**src/rtl/pq_pkg.sv**
```systemverilog
package pq_pkg;

  typedef enum logic {
    TMR_IDLE = 1'b0,
    TMR_RUN  = 1'b1
  } tmr_state_e;

  // cycles of the confirming delay for a clock in Hz and a delay in ms
  function automatic longint unsigned delay_cycles(input longint unsigned hz,
                                                   input longint unsigned ms);
    return (hz * ms) / 1000;
  endfunction

endpackage

```
**src/rtl/pq_sync_edge.sv**
```systemverilog
module pq_sync_edge #(
  parameter int unsigned SYNC_STAGES = 2
) (
  input  logic clk_i,
  input  logic rst_i,
  input  logic btn_n_i,
  output logic lvl_o,
  output logic fall_o
);

  logic [SYNC_STAGES-1:0] chain_q;
  logic                   prev_q;

  // idle level of the button is high, so every stage resets to 1
  always_ff @(posedge clk_i) begin
    if (rst_i) begin
      chain_q <= '1;
      prev_q  <= 1'b1;
    end else begin
      chain_q <= {chain_q[SYNC_STAGES-2:0], btn_n_i};
      prev_q  <= chain_q[SYNC_STAGES-1];
    end
  end

  assign lvl_o  = chain_q[SYNC_STAGES-1];
  assign fall_o = prev_q & ~chain_q[SYNC_STAGES-1];

endmodule

```
**src/rtl/pq_oneshot.sv**
```systemverilog
module pq_oneshot #(
  parameter int unsigned CYCLES = 20,
  parameter int unsigned CW     = 5
) (
  input  logic          clk_i,
  input  logic          rst_i,
  input  logic          arm_i,
  output logic          busy_o,
  output logic          fire_o,
  output logic [CW-1:0] left_o
);

  import pq_pkg::*;

  localparam logic [CW-1:0] LOAD = CW'(CYCLES - 1);

  tmr_state_e    st_q;
  logic [CW-1:0] left_q;
  logic          fire_q;

  always_ff @(posedge clk_i) begin
    if (rst_i) begin
      st_q   <= TMR_IDLE;
      left_q <= '0;
      fire_q <= 1'b0;
    end else begin
      unique case (st_q)
        TMR_IDLE: begin
          // arming drops any stale expiry indication
          fire_q <= 1'b0;
          if (arm_i) begin
            st_q   <= TMR_RUN;
            left_q <= LOAD;
          end
        end
        TMR_RUN: begin
          // arm_i is not looked at here: bounce cannot restart the count
          if (left_q == '0) begin
            st_q   <= TMR_IDLE;
            fire_q <= 1'b1;
          end else begin
            left_q <= left_q - 1'b1;
            fire_q <= 1'b0;
          end
        end
        default: st_q <= TMR_IDLE;
      endcase
    end
  end

  assign busy_o = (st_q == TMR_RUN);
  assign fire_o = fire_q;
  assign left_o = left_q;

endmodule

```
**src/rtl/pq_latch_toggle.sv**
```systemverilog
module pq_latch_toggle (
  input  logic clk_i,
  input  logic rst_i,
  input  logic fire_i,
  input  logic lvl_i,
  input  logic clr_i,
  output logic flag_o,
  output logic toggle_o
);

  logic flag_q;
  logic set_pulse_q;
  logic toggle_q;
  logic accept;
  logic clr_ok;

  assign accept = fire_i & ~lvl_i;
  assign clr_ok = clr_i & lvl_i;

  always_ff @(posedge clk_i) begin
    if (rst_i) begin
      flag_q      <= 1'b0;
      set_pulse_q <= 1'b0;
      toggle_q    <= 1'b0;
    end else begin
      if (accept)      flag_q <= 1'b1;
      else if (clr_ok) flag_q <= 1'b0;
      set_pulse_q <= accept & ~flag_q;
      toggle_q    <= toggle_q ^ set_pulse_q;
    end
  end

  assign flag_o   = flag_q;
  assign toggle_o = toggle_q;

endmodule

```
**src/rtl/press_qualifier.sv**
```systemverilog
module press_qualifier #(
  parameter int unsigned CLK_HZ      = 50_000_000,
  parameter int unsigned DELAY_MS    = 20,
  parameter int unsigned SYNC_STAGES = 2
) (
  input  logic clk_i,
  input  logic rst_i,
  input  logic btn_n_i,
  input  logic clr_i,
  output logic flag_o,
  output logic toggle_o
);

  localparam int unsigned DLY_CYC =
    32'(pq_pkg::delay_cycles(64'(CLK_HZ), 64'(DELAY_MS)));
  localparam int unsigned CW = (DLY_CYC > 1) ? $clog2(DLY_CYC) : 1;

  logic          btn_lvl;
  logic          btn_fall;
  logic          tmr_busy;
  logic          tmr_fire;
  logic [CW-1:0] tmr_left;

  pq_sync_edge #(
    .SYNC_STAGES(SYNC_STAGES)
  ) u_sync (
    .clk_i  (clk_i),
    .rst_i  (rst_i),
    .btn_n_i(btn_n_i),
    .lvl_o  (btn_lvl),
    .fall_o (btn_fall)
  );

  pq_oneshot #(
    .CYCLES(DLY_CYC),
    .CW    (CW)
  ) u_tmr (
    .clk_i (clk_i),
    .rst_i (rst_i),
    .arm_i (btn_fall),
    .busy_o(tmr_busy),
    .fire_o(tmr_fire),
    .left_o(tmr_left)
  );

  pq_latch_toggle u_flag (
    .clk_i   (clk_i),
    .rst_i   (rst_i),
    .fire_i  (tmr_fire),
    .lvl_i   (btn_lvl),
    .clr_i   (clr_i),
    .flag_o  (flag_o),
    .toggle_o(toggle_o)
  );

endmodule

```
**config.mk**
```make
export PLATFORM = sky130hd
export DESIGN_NAME = press_qualifier
export DESIGN_NICKNAME = d
export VERILOG_FILES = /design/src/rtl/pq_pkg.sv /design/src/rtl/pq_sync_edge.sv /design/src/rtl/pq_oneshot.sv /design/src/rtl/pq_latch_toggle.sv /design/src/rtl/press_qualifier.sv
export SDC_FILE = /design/constraint.sdc
export NUM_CORES = 1
export LEC_CHECK = 0
export ABC_AREA = 0
export BUFFER_PORTS_ARGS = -buffer_cell sky130_fd_sc_hd__buf_2
export CAP_MARGIN = 10
export CORE_AREA = 2 2 70 52
export DETAILED_ROUTE_END_ITERATION = 10
export DIE_AREA = 0 0 72 54
export GPL_TIMING_DRIVEN = 0
export PLACE_DENSITY = 0.68
export RECOVER_POWER = 25
export SETUP_SLACK_MARGIN = 0.3
export SLEW_MARGIN = 40
export SYNTH_ARGS = -nofsm -noshare
export SYNTH_HDL_FRONTEND = slang
export SYNTH_SLANG_ARGS = --single-unit
```
**constraint.sdc**
```tcl
create_clock -name clk_i -period 3.75 [get_ports clk_i]
set_input_delay 0.75 -clock clk_i [delete_from_list [all_inputs] [get_ports clk_i]]
set_output_delay 0.75 -clock clk_i [all_outputs]
set_load 0.05 [all_outputs]
```
==> results.json <==
{
  "outcome": "completed",
  "diodes": 0,
  "clock_skew_ns": 0.0100,
  "crit_fanout": 10,
  "fin_tns_setup_ns": 0,
  "ios": 6,
  "ys.flop_type": "dfxtp_1",
  "critical_path_class": "reg -> reg",
  "crit_arrival_ns": 2.62,
  "grt_pass1_wl_um": 5410,
  "hold_viol_final": 0,
  "cp-start-kind": "flop",
  "synth_warnings": 0,
  "stdcell_count": 207,
  "h-tree-depth": 1,
  "die-area_um2": 3890,
  "portBuffers": 4,
  "synth_xor_xnor_area_share": 0.0187,
  "final_cell_mix": "dfxtp_1 (28), nor2_1 (16), a21oi_1 (14)",
  "synth_top_area_frac": 0.398,
  "synth_top_family_by_area": "simple AND/OR/NAND/NOR gates",
  "cts_made_buffers": 3,
  "core_um2": 3310,
  "worstMarginPinSlew_ns": 0.763,
  "syn_to_final_growth_pct": 7.11,
  "drt_iter0_markers": 71,
  "cellPowerDensity_nw_per_um2": 439,
  "post_dp_cell_area_um2": 1480,
  "seq_area_frac_synth": 0.398,
  "drive_gt1_frac": 0.132,
  "fin_crit_sh": 0.643,
  "via_per_inst": 5.99,
  "async_reset_ff_frac": 0,
  "synth_cells": 160,
  "hold_buffers": 0,
  "ys_ff_latch": 28,
  "p_leak_nw": 0.505,
  "final_common_cell": "dfxtp_1",
  "nets": 175,
  "synth_cell_types": 43,
  "worst_setup_path_end_kind": "flop",
  "grt-ovfl-total": 0,
  "peakVddDrop_v": 0.000309,
  "vias": 1239,
  "post-place-ws_ns": 1.44,
  "clk-insertion-delay-late_ns": 0.27,
  "dp.cells": 204,
  "synth_area_um2": 1410,
  "initial_utilization": 0.425,
  "syn_nets": 166,
  "design_area_um2": 1510,
  "hold_class": "reg -> reg",
  "synth-edff-count": 0,
  "synth_fa_ha_area_frac": 0.0178,
  "maxCapViolations": 0,
  "setup_viol": 0,
  "antenna_left": 0,
  "max_slew_margin": 0.489,
  "gp_congestion": 0.828,
  "syn_avg_cell_area_um2": 8.80,
  "drcViolationCount": 0,
  "antenna_found_initial": 0,
  "cts_setup_buffers": 0,
  "slew_viol_final": 0,
  "routedWlPerCell_um": 16.0,
  "grt_pass1_vias": 1129,
  "die_y_um": 54,
  "synth-compound-area-share": 0.236,
  "synthMuxAreaShare": 0.0160,
  "synthSimpleGateAreaFrac": 0.262,
  "worstPathRequired_ns": 3.96,
  "dieWidth_um": 72,
  "clock_path_buffers": 2,
  "min_period_ns": 2.41,
  "synth_top_cell_by_area": "dfxtp_1",
  "rsz0062_at_grt": "false",
  "cts_tree": "built",
  "drt-total-wl_um": 3320,
  "drtPass1Iterations": 4,
  "fin_ws_ns": 1.34,
  "cts.repair.resized": 0,
  "fillCellCount": 323,
  "cts-root-buf": "clkbuf_8",
  "clock.fmax_mhz": 415,
  "cts_sinks": 28,
  "grt.total_usage": 0.183,
  "rows": 18,
  "hpwl_um": 2430,
  "synthTopCellsByArea": "dfxtp_1 (40%), a311oi_1 (6.2%), a21oi_1 (5.0%)",
  "clk_pin_slew_ns": 0.09,
  "grt_max_degree": 15
}
## flip-flops by register name (all words and copies together), names as in the netlist
register / flops
u_tmr.busy_o: 1
u_sync.chain_q: 2
u_sync.prev_q: 1
u_flag.toggle_o: 1
u_flag.flag_o: 1
u_tmr.left_o: 20
u_tmr.fire_o: 1
u_flag.set_pulse_q: 1
## critical path, cell delays in order, from the launching register on
cell      delay [ns]
dfxtp_1         0.34
clkbuf_1        0.40
nand3b_1        0.23
nor4b_4         0.52
a31oi_1         0.41
mux2_2          0.38
nor2_1          0.07
## cell families after synthesis
| kind of cell | after synthesis |
|---|---|
| muxes | 2 |
| adders and majority gates | 2 |
| buffers and inverters | 13 |
| DFF | 28 |
| AOI/OAI and AO/OA | 47 |
| and+or+nand+nor | 65 |
| xor gates and xnor gates | 3 |
## report_power, final
group / leakage (nW) / switching, W / total [W] / internal (W)
Sequential: 0.229 / 0.0000223 / 0.000339 / 0.000317
Combinational: 0.255 / 0.000101 / 0.000163 / 0.0000618
Clock: 0.0216 / 0.0000888 / 0.000161 / 0.0000721
## final timing paths
path                     start           endpoint  slack [ns]  cells past startpoint
max               u_tmr.busy_o    u_tmr.left_o[0]        1.34                      6
min          u_sync.chain_q[0]  u_sync.chain_q[1]        0.43                      1
max reg2reg       u_tmr.busy_o    u_tmr.left_o[0]        1.34                      6
min reg2reg  u_sync.chain_q[0]  u_sync.chain_q[1]        0.43                      1
## stage by stage
stage / power (W) / hold WS, ns / utilization
after floorplan: 0.000466 / 0.389 / -
after global placement: 0.000499 / 0.394 / 0.446
after detailed placement: 0.000505 / 0.421 / 0.446
after CTS: 0.000663 / 0.443 / 0.459
after global routing: 0.000693 / 0.458 / 0.455
final: 0.000663 / 0.435 / 0.455
## synth_stat cells, types with 2 or more instances
master,n
ha_1,2
clkbuf_1,3
or2_2,4
inv_1,6
dfxtp_1,28
nand3b_1,2
a211oi_1,2
nor3_1,5
a21oi_1,14
xnor2_1,2
nor2_1,16
nand2_1,13
o21ai_0,8
a311oi_1,10
nand4_1,2
clkbuf_8,2
a31oi_1,5
buf_2,2
or3_1,2
nor4_1,4
nand3_1,6
## routing by layer
| metal | part of all wire | track usage | up-vias | wire length, µm |
|---|---|---|---|---|
| met4 | 0.013 | 0.0535 | 0 | 42 |
| met3 | 0.046 | 0.0449 | 6 | 153 |
| met2 | 0.40 | 0.265 | 40 | 1320 |
| li1 | - | - | 616 | - |
| met5 | 0 | 0 | - | 0 |
| met1 | 0.54 | 0.268 | 577 | 1800 |
## cell type report
type | instances | area (µm²) | share of cell area
plain buffers | 7 | 38.8 | 0.0257
clock buffers | 3 | 41.3 | 0.0274
inverters | 6 | 22.5 | 0.0149
multi-input cells | 119 | 776 | 0.515
flip-flops and latches | 28 | 561 | 0.372
well taps | 40 | 50.0 | 0.0332
repair buffers | 4 | 18.8 | 0.0124
Note: power is estimated with default switching activity, not from simulation.
